<file path="src/rtl/clkgate_pkg.sv">
package clkgate_pkg;

    parameter int GATE_W = 16;
    parameter int REG_W  = 16;

    // Peripheral bit positions in the gate register (fixed assignment).
    localparam int BIT_UART0  = 0;
    localparam int BIT_TIMER  = 1;
    localparam int BIT_RTC    = 2;
    localparam int BIT_I2C    = 3;
    localparam int BIT_SPI    = 4;
    localparam int BIT_AUDIO  = 5;
    localparam int BIT_I2S    = 6;
    localparam int BIT_MMC    = 7;
    localparam int BIT_ADC    = 8;
    localparam int BIT_CAM    = 9;
    localparam int BIT_LCD    = 10;
    localparam int BIT_DEVCTL = 11;
    localparam int BIT_DMA    = 12;
    localparam int BIT_IMG    = 13;
    localparam int BIT_HOST   = 14;
    localparam int BIT_UART1  = 15;

    // Field positions in the sleep-control and low-power registers.
    localparam int SLP_DEV_EN_BIT    = 6;
    localparam int SLP_HOST_SUSP_BIT = 7;
    localparam int LP_SLEEP_BIT      = 0;
    localparam int LP_DOZE_BIT       = 2;

    typedef enum logic [1:0] {
        SEL_GATE  = 2'd0,
        SEL_SLEEP = 2'd1,
        SEL_LPWR  = 2'd2,
        SEL_NONE  = 2'd3
    } reg_sel_e;

    typedef struct packed {
        logic              wr;
        logic [GATE_W-1:0] wdata;
        logic              set;
        logic              clr;
        logic [GATE_W-1:0] mask;
    } gate_cmd_t;

    typedef struct packed {
        logic dev_clk_on;
        logic host_suspend;
    } sleep_ctl_t;

    typedef struct packed {
        logic sleep_on_wait;
        logic doze;
    } lpwr_ctl_t;

    // Update order: plain write, then set, then clear (clear wins).
    function automatic logic [GATE_W-1:0] gate_next(
        input logic [GATE_W-1:0] cur,
        input gate_cmd_t         cmd
    );
        logic [GATE_W-1:0] nx;
        nx = cmd.wr ? cmd.wdata : cur;
        if (cmd.set) nx = nx | cmd.mask;
        if (cmd.clr) nx = nx & ~cmd.mask;
        return nx;
    endfunction

    function automatic logic [REG_W-1:0] sleep_pack(input sleep_ctl_t s);
        logic [REG_W-1:0] v;
        v = '0;
        v[SLP_DEV_EN_BIT]    = s.dev_clk_on;
        v[SLP_HOST_SUSP_BIT] = s.host_suspend;
        return v;
    endfunction

    function automatic logic [REG_W-1:0] lpwr_pack(input lpwr_ctl_t l);
        logic [REG_W-1:0] v;
        v = '0;
        v[LP_SLEEP_BIT] = l.sleep_on_wait;
        v[LP_DOZE_BIT]  = l.doze;
        return v;
    endfunction

endpackage

</file>
<file path="src/rtl/clkgate_gate_reg.sv">
module clkgate_gate_reg
    import clkgate_pkg::*;
(
    input  logic              clk,
    input  logic              rst,
    input  gate_cmd_t         cmd,
    output logic [GATE_W-1:0] gate_q
);

    always_ff @(posedge clk) begin
        if (rst) gate_q <= '0;
        else     gate_q <= gate_next(gate_q, cmd);
    end

endmodule

</file>
<file path="src/rtl/clkgate_ctl_regs.sv">
module clkgate_ctl_regs
    import clkgate_pkg::*;
(
    input  logic             clk,
    input  logic             rst,
    input  logic             wr_sleep,
    input  logic             wr_lpwr,
    input  logic [REG_W-1:0] wdata,
    output sleep_ctl_t       sleep_q,
    output lpwr_ctl_t        lpwr_q
);

    always_ff @(posedge clk) begin
        if (rst) begin
            sleep_q <= '0;
        end else if (wr_sleep) begin
            sleep_q.dev_clk_on   <= wdata[SLP_DEV_EN_BIT];
            sleep_q.host_suspend <= wdata[SLP_HOST_SUSP_BIT];
        end
    end

    always_ff @(posedge clk) begin
        if (rst) begin
            lpwr_q <= '0;
        end else if (wr_lpwr) begin
            lpwr_q.sleep_on_wait <= wdata[LP_SLEEP_BIT];
            lpwr_q.doze          <= wdata[LP_DOZE_BIT];
        end
    end

endmodule

</file>
<file path="src/rtl/clkgate_out_stage.sv">
module clkgate_out_stage
    import clkgate_pkg::*;
(
    input  logic              clk,
    input  logic              rst,
    input  logic [GATE_W-1:0] gate_q,
    output logic [GATE_W-1:0] clk_enable
);

    for (genvar i = 0; i < GATE_W; i++) begin : g_en
        always_ff @(posedge clk) begin
            if (rst) clk_enable[i] <= 1'b1;
            else     clk_enable[i] <= ~gate_q[i];
        end
    end

endmodule

</file>
<file path="src/rtl/clkgate_regs.sv">
module clkgate_regs
    import clkgate_pkg::*;
(
    input  logic              clk,
    input  logic              rst,
    input  logic              reg_wr,
    input  logic [1:0]        reg_sel,
    input  logic [REG_W-1:0]  reg_wdata,
    input  logic              gate_set,
    input  logic              gate_clr,
    input  logic [GATE_W-1:0] gate_mask,
    input  logic [1:0]        rd_sel,
    output logic [REG_W-1:0]  rd_data,
    output logic [GATE_W-1:0] clk_enable,
    output logic              auto_suspend,
    output logic              dev_clk_on,
    output logic              host_suspend,
    output logic              sleep_on_wait,
    output logic              doze_sel
);

    reg_sel_e          wsel;
    reg_sel_e          rsel;
    gate_cmd_t         cmd;
    logic [GATE_W-1:0] gate_q;
    sleep_ctl_t        sleep_q;
    lpwr_ctl_t         lpwr_q;

    assign wsel = reg_sel_e'(reg_sel);
    assign rsel = reg_sel_e'(rd_sel);

    always_comb begin
        cmd.wr    = reg_wr && (wsel == SEL_GATE);
        cmd.wdata = reg_wdata[GATE_W-1:0];
        cmd.set   = gate_set;
        cmd.clr   = gate_clr;
        cmd.mask  = gate_mask;
    end

    clkgate_gate_reg u_gate (
        .clk    (clk),
        .rst    (rst),
        .cmd    (cmd),
        .gate_q (gate_q)
    );

    clkgate_ctl_regs u_ctl (
        .clk      (clk),
        .rst      (rst),
        .wr_sleep (reg_wr && (wsel == SEL_SLEEP)),
        .wr_lpwr  (reg_wr && (wsel == SEL_LPWR)),
        .wdata    (reg_wdata),
        .sleep_q  (sleep_q),
        .lpwr_q   (lpwr_q)
    );

    clkgate_out_stage u_out (
        .clk        (clk),
        .rst        (rst),
        .gate_q     (gate_q),
        .clk_enable (clk_enable)
    );

    always_comb begin
        unique case (rsel)
            SEL_GATE:  rd_data = REG_W'(gate_q);
            SEL_SLEEP: rd_data = sleep_pack(sleep_q);
            SEL_LPWR:  rd_data = lpwr_pack(lpwr_q);
            default:   rd_data = '0;
        endcase
    end

    assign auto_suspend  = gate_q[BIT_DEVCTL];
    assign dev_clk_on    = sleep_q.dev_clk_on;
    assign host_suspend  = sleep_q.host_suspend;
    assign sleep_on_wait = lpwr_q.sleep_on_wait;
    assign doze_sel      = lpwr_q.doze;

endmodule

</file>
<file path="config.mk">
export PLATFORM = sky130hd
export DESIGN_NAME = clkgate_regs
export DESIGN_NICKNAME = d
export VERILOG_FILES = /design/src/rtl/clkgate_pkg.sv /design/src/rtl/clkgate_gate_reg.sv /design/src/rtl/clkgate_ctl_regs.sv /design/src/rtl/clkgate_out_stage.sv /design/src/rtl/clkgate_regs.sv
export SDC_FILE = /design/constraint.sdc
export NUM_CORES = 1
export LEC_CHECK = 0
export CORE_ASPECT_RATIO = 2
export CORE_MARGIN = 4
export CORE_UTILIZATION = 25
export DETAILED_ROUTE_END_ITERATION = 10
export SYNTH_ARGS = -nofsm -noshare
export SYNTH_HDL_FRONTEND = slang
export SYNTH_SLANG_ARGS = --single-unit
</file>
<file path="constraint.sdc">
create_clock -name clk -period 1.1 [get_ports clk]
set_input_delay 0.22 -clock clk [delete_from_list [all_inputs] [get_ports clk]]
set_output_delay 0.22 -clock clk [all_outputs]
set_load 0.02 [all_outputs]
</file>
# Yosys cells after proc, flatten, opt, wreduce, memory -nomap -nowiden
# Cells that the tools add are included.
word_totals:
  register_bits: 36
  inputBits: 41
  out_inout_bits: 37
  word_cells: 54
op_classes:
  eq_ne: 4
  n_mux: 5
  n_bitwise: 19
  n_reduce_logical: 5
ops:
  columns: ["cell", "n"]
  rows:
  - ["2-to-1 mux 16 bit", 4]
  - ["case mux 16 bit (3 select lines)", 1]
  - ["AND 16 bit", 1]
  - ["inverter 1 bit", 16]
  - ["inverter 16 bit", 1]
  - ["bitwise OR 16 bit", 1]
  - ["equality test 2 x 1 -> 1 bit, second input constant", 2]
  - ["equality test 2 bit, second input constant", 2]
  - ["zero test 2 bit", 2]
  - ["logical AND 1 bit", 3]

# Depth between registers and ports, before layout
# Gate-level depths: netlist of run 1.
depth:
  ltp_word: 8
  ltp_mapped: 5
  mapped_depth_nobuf: 3

# Modules after synthesis
# From an unflattened synthesis of run 1, not the netlist that was laid out.
unflattened:
  cells_unflattened: 141
  hier_area_um2: 1567.8
by_module_without_submodules:
  columns: ["module", "n_inst", "cells_each", "area_per_inst_um2", "seq_area_each_um2"]
  rows:
  - ["clkgate_gate_reg", 1, 71, 804.5, 320.3]
  - ["clkgate_out_stage", 1, 33, 427.9, 320.3]
  - ["clkgate_regs", 1, 25, 200.2, 0.0]
  - ["clkgate_ctl_regs", 1, 12, 135.1, 80.1]

# Worst setup path before layout of run 1
# No wires, ideal clock.
synth_path:
  path_kind: "input port to flip-flop"
  from: "input port gate_set"
  to: "register u_gate.gate_q[0]"
  setup_time_ps: 86
  t_arrival_ps: 1038
  required_ps: 1014
  slack_ps: -24
  path_stages: 4
  path_buffers: 2
  cell_sequence: "clkbuf_1 dlygate4sd1_1 nand2_1 a221oi_2"
synth_between:
  elab_chain_len: 4
synth_rtl:
  columns: ["item", "line", "text"]
  rows:
  - ["from (decl)", "clkgate_regs.sv:9", "input logic gate_set,"]
  - ["2-to-1 mux 16 bit *", "clkgate_pkg.sv:62", "if (cmd.set) nx = nx | cmd.mask;"]
  - ["2-to-1 mux 16 bit *", "clkgate_gate_reg.sv:11", "if (rst) gate_q <= '0;"]
  - ["AND 16 bit", "clkgate_pkg.sv:63", "if (cmd.clr) nx = nx & ~cmd.mask;"]
  - ["2-to-1 mux 16 bit *", "clkgate_pkg.sv:63", null]
  - ["to (signal assigned)", "clkgate_gate_reg.sv:12", "else gate_q <= gate_next(gate_q, cmd);"]
  - ["to (decl)", "clkgate_gate_reg.sv:7", "output logic [GATE_W-1:0] gate_q"]
# Every way passes the cells marked *; elsewhere a longest branch is shown, timed or not. The select of a mux whose other input is x is not followed.
# A chain may end at the register's enable or synchronous reset.

# Final worst setup path of run 1
layout_path:
  from: "register u_gate.gate_q[7]"
  to: "output port rd_data[7]"
layout_between:
  elab_chain_len: 1
layout_rtl:
  columns: ["item", "line", "text"]
  rows:
  - ["case mux 16 bit (3 select lines)", "clkgate_regs.sv:65", "unique case (rsel)"]
  - ["to (decl)", "clkgate_regs.sv:13", "output logic [REG_W-1:0] rd_data,"]
# No other way between the ends.

==> results of run 1 <==
-- registers in the layout, summed over array words and instances (netlist names) --
register / cells
u_out.clk_enable: 16
u_gate.gate_q: 16
u_ctl.lpwr_q: 2
u_ctl.sleep_q: 2
-- cells by family after synthesis --
family,after synthesis,synth area share
compound gates,16,0.132
simple gates,56,0.194
buf+inv,11,0.0458
mux,24,0.157
flops,36,0.471
-- what timing repair did --
item	in CTS	in global routing
setup endpoints to repair	56	43
endpoints found under the hold margin	0	0
pin swaps	13	6
setup buffers	2	0
hold buffers	0	0
resized for setup	200	32
gates cloned	2	0
-- critical path, delay by kind of cell, from the launching register on --
family        cells  cell delay (ps)
mux               1               60
flops             1              330
buf+inv           1              160
simple gates      1              120
-- cell usage in the layout (no fill, tap or decap), types with 5 or more instances in the layout --
cell type | Yosys | routed
a221oi_1 | 6 | 5
a221oi_2 | 10 | 11
and2_4 | 0 | 12
buf_2 | 0 | 6
buf_4 | 0 | 34
buf_6 | 1 | 21
clkbuf_16 | 0 | 5
clkbuf_2 | 0 | 6
clkdlybuf4s15_2 | 0 | 8
clkdlybuf4s50_1 | 0 | 35
dfxtp_1 | 36 | 22
dfxtp_2 | 0 | 14
mux2i_1 | 24 | 21
nand2_1 | 16 | 16
nand2b_1 | 16 | 16
nor2_1 | 9 | 8
-- cells in the mapped netlist, drive strengths merged --
| master | instances | area [um2] |
|---|---|---|
| dfxtp | 36 | 721 |
| mux2i | 24 | 240 |
| a221oi | 16 | 203 |
| nand2 | 16 | 60.1 |
| nand2b | 16 | 100 |
| and2 | 12 | 75.1 |
| nor2 | 9 | 33.8 |
| clkbuf | 7 | 26.3 |
| buf | 3 | 35.0 |
| nand3b | 2 | 15.0 |
| dlygate4sd1 | 1 | 8.76 |
| nor3b | 1 | 12.5 |
-- power by group --
part / switching (W) / internal (W) / total, W
clock: 0.000546 / 0.00106 / 0.00161
sequential: 0.0000321 / 0.00138 / 0.00141
combinational: 0.000285 / 0.000385 / 0.000670
total: 0.000863 / 0.00283 / 0.00369
-- layout make-up --
| cell class | instances | area [um2] |
|---|---|---|
| Timing Repair Buffer | 112 | 1040 |
| Sequential cell | 36 | 738 |
| Clock buffer | 5 | 125 |
| Tap cell | 63 | 78.8 |
| Multi-Input combinational cell | 96 | 810 |
| Clock inverter | 3 | 42.5 |
| Fill cell | 568 | 3120 |
-- path summary, 6_finish.rpt --
check,start,end,slack [ps]
worst min-delay path,u_gate.gate_q[3],u_out.clk_enable[3],420
worst min register to register,u_gate.gate_q[3],u_out.clk_enable[3],420
worst max register to register,u_gate.gate_q[10],u_gate.gate_q[10],260
worst max-delay path,u_gate.gate_q[7],rd_data[7],-70
-- metrics by stage --
step | cell area [um2] | power [W] | setup WS, ps
3_5_place_dp | 2560 | 0.00207 | -834
3_3_place_gp | 2560 | 0.00206 | -837
2_1_floorplan | 1540 | 0.00169 | 0.0404
6_report | 2830 | 0.00369 | -73.7
4_1_cts | 2830 | 0.00373 | -93.9
5_1_grt | 2830 | 0.00384 | -131
-- metal layers --
metal,track usage,up-vias,share of wire
met1,0.117,666,0.34
met5,0,-,0
met3,0.0399,6,0.061
li1,-,715,-
met2,0.254,48,0.57
met4,0.0650,0,0.022
==> results.yml, run 1 <==
outcome:
  status: "complete, but fails checks"
  violations: "negative setup slack"
floorplan:
  start_util: 0.257
  rows: 40
  die_area_um2: 7510
  io_pins: 78
  core_area_um2: 5960
  die_w_um: 63.3
  die_h_um: 119
placement:
  io_buffers: 77
  dp_hpwl_um: 3510
  placed_cells: 303
  place.gp.congestion: 0.715
timing:
  finClkSkew_ps: 4.28
  max_slew_margin: 0.852
  tightest_slew_ps: 222
  grt_setup_unrepaired: "yes"
  fin_ws_ps: -73.7
  slew_violations: 0
  fin_crit_sh: 1.07
  fin_crit_ps: 1170
  tns_ps: -242
  timing.fmax_ghz: 0.852
  final-setup-viol-count: 10
  report.final.hold_viol_count: 0
  hold_slack_ps: 416
global_route:
  grt_max_degree: 16
  grt_pass1_vias: 1565
  grt_pass1_wl_um: 7500
  gr-usage-all-layers: 0.131
  grt.overflow.total: 0
  grt_antenna_before_repair: 0
logic_synthesis:
  yosysSeqAreaShare: 0.471
  ys_ff_latch: 36
  avgSynthCellArea_um2: 10.7
  yosysUniqueCellTypes: 15
  yosysWarnings: 0
  syn_nets: 184
  synthCells: 143
  netlist_area_um2: 1530
setup_path:
  crit_arrival_ps: 950
  criticalPathCategory: "reg2out"
  reg2reg_depth: 3
  crit_fanout: 2
  worstPathRequired_ps: 880
  endpoint_kind: "output pin"
  worstSetupStartpointType: "register"
  cp_slowest_cell: "dfxtp_2"
  crit_chain: "mux2i_1 > nor2_1 > buf_4"
  critPathMaxStageDelay_ps: 330
layout:
  instances_no_fill: 315
  syn_to_final_growth_pct: 85.2
  drive_above_1_share: 0.504
  final_core_util: 0.476
  antennaDiodeCount: 0
  final_nets: 292
clock_network:
  cts.sinks: 36
  cts.path.max_buffers: 2
  cts_tree: "yes"
  cts_max_level: 2
  cts_buffers: 5
  clock_latency_ps: 280
  path_clk_slew_ps: 60
  clock-root-buffer: "clkbuf_16"
detailed_routing:
  dr_total_vias: 1435
  remaining_drc_errors: 0
  drt-pass1-iter-count: 4
  first_iter_violations: 27
  ant_nets: 0
  via_per_inst: 4.56
  routedWlPerCell_um: 15.3
  drt-total-wl_um: 4830
hold_path:
  min_path_type: "reg2reg"
  hold_path_depth: 1
power_and_ir_drop:
  peakVddDrop_uv: 899
  p_leak_nw: 1.19
  power.density_nw_per_um2: 1300
run:
  max-cap-violations: 0
(Power assumes the default switching activity.)
==> run 2, diff against run 1 <==
Settings changed: CORE_MARGIN 4 to 1, REMOVE_ABC_BUFFERS set to 1.
==> run 2 against run 1 <==
  * The flow finishes with violations (design-rule violations, negative setup slack)
  * Non-clock buffer count unchanged
  * Via count is the same
  * Clock power fell by 12%
  * First-iteration DRC count shrank 3.7%
  * Critical endpoint is now rd_data[6]
==> results.yml, run 2 (synthesized netlist as in run 1, its figures left out) <==
hold_path:
  min_path_type: "in2reg"
outcome:
  violations: "design-rule violations, negative setup slack"
  status: "complete, but fails checks"
timing:
  finClkSkew_ps: 0.815
  max_slew_margin: 0.852
  report.final.hold_viol_count: 0
  fin_crit_sh: 1.03
  fin_crit_ps: 1130
  fin_ws_ps: -32.9
  tightest_slew_ps: 223
  grt_setup_unrepaired: "yes"
  timing.fmax_ghz: 0.883
  tns_ps: -125
  final-setup-viol-count: 4
  slew_violations: 0
placement:
  post_dp_cell_area_um2: 2590
  placed_cells: 302
  io_buffers: 77
  place.gp.congestion: 0.756
  dp_hpwl_um: 3240
  dp_slack_ps: -833
layout:
  mostFrequentLayoutCells: "35 x clkdlybuf4s50_1, 32 x buf_4, 28 x dfxtp_1"
  final_core_util: 0.478
  final_area_um2: 2840
  fillers: 563
  instances_no_fill: 315
  final_nets: 292
  syn_to_final_growth_pct: 85.9
  reg.largest.list: "u_gate.gate_q x16, u_out.clk_enable x16"
  final_common_cell: "clkdlybuf4s50_1"
  antennaDiodeCount: 0
  drive_above_1_share: 0.480
power_and_ir_drop:
  peakVddDrop_uv: 630
  switching_share: 0.240
  power_frac_seq: 0.400
  clockPowerShare: 0.402
  p_leak_nw: 1.20
  power.density_nw_per_um2: 1240
  power_switching_w: 0.000845
  combPwrFrac: 0.198
  p_int_w: 0.00267
clock_network:
  clock_latency_ps: 270
  path_clk_slew_ps: 60
  holdBufCountCts: 0
  cts.path.max_buffers: 2
  cts_tree: "yes"
  cts_buffers: 5
  cts.sinks: 36
  cts_max_level: 2
  clock-root-buffer: "clkbuf_16"
detailed_routing:
  routedWlPerCell_um: 15.0
  first_iter_violations: 26
  remaining_drc_errors: 6
  ant_nets: 0
  via_per_inst: 4.56
  dr_total_vias: 1435
  drt-total-wl_um: 4720
  drt-pass1-iter-count: 7
floorplan:
  io_pins: 78
  die_w_um: 57.3
  core_area_um2: 5960
  start_util: 0.257
  die_h_um: 113
  rows: 40
  die_area_um2: 6460
setup_path:
  criticalPathCategory: "reg2out"
  endpoint_kind: "output pin"
  worstSetupStartpointType: "register"
  worstPathRequired_ps: 880
  crit_fanout: 2
  crit_arrival_ps: 910
global_route:
  gr-usage-all-layers: 0.153
  grtUsageMet1: 0.156
  grt.overflow.total: 0
  grt_pass1_wl_um: 7330
  grt_max_degree: 21
  grt_busiest_layer: "met2"
  met2_usage: 0.292
  grt_antenna_before_repair: 0
  grt_pass1_vias: 1467
  grt_use_met3: 0.0230
run:
  max-cap-violations: 0
## run 2: path summary, 6_finish.rpt
kind | from | to | slack, ps | cells past startpoint
worst max-delay path | u_ctl.sleep_q[1] | rd_data[6] | -30 | 3
worst min-delay path | reg_wr | u_ctl.lpwr_q[0] | 490 | 5
worst max register to register | u_gate.gate_q[11] | u_gate.gate_q[11] | 220 | 4
worst min register to register | u_gate.gate_q[2] | u_out.clk_enable[2] | 510 | 2
## run 2: layout make-up
type | count | area (um2) | share of cell area
Sequential cell | 36 | 733 | 0.258
Multi-Input combinational cell | 96 | 818 | 0.288
Tap cell | 63 | 78.8 | 0.0277
Timing Repair Buffer | 112 | 1060 | 0.374
Clock buffer | 6 | 139 | 0.0488
Clock inverter | 2 | 10.0 | 0.00352
## run 2: power by group through the flow
stage / Clock, W / Sequential [W] / Combinational (W)
after floorplan: 0 / 0.00147 / 0.000171
after global placement: 0 / 0.00143 / 0.000649
after detailed placement: 0 / 0.00143 / 0.000655
after CTS: 0.00145 / 0.00140 / 0.000690
after global routing: 0.00151 / 0.00141 / 0.000747
final: 0.00141 / 0.00140 / 0.000698
## run 2: critical path, cell delays in order, from the launching register on
cell and delay, ps:
dfxtp_1 310, mux2i_1 130, nor2_1 50, buf_4 150
## run 2: per-stage QoR
step                      power, W  hold slack [ps]
after floorplan            0.00164              286
after global placement     0.00208              403
after detailed placement   0.00209              413
after CTS                  0.00355              516
after global routing       0.00367              532
final                      0.00352              494
## run 2: what timing repair did
action                                  4_1_cts  5_1_grt
pin swaps                                    10        8
endpoints found under the setup margin       57       42
buffers inserted                              3        0
resized for setup                           191       38
hold endpoints to repair                      0        0
cloned                                        2        0
## run 2: per-layer routing
metal	vias to the layer above	wire length, um
met5	-	0
met4	0	114
met3	6	176
met2	40	2750
met1	669	1670
li1	720	-
==> run 3, diff against run 2 <==
Settings changed: CAP_MARGIN set to 10.
==> results of run 3 <==
No change in the layout: final DEF, timing and power equal those of run 2.
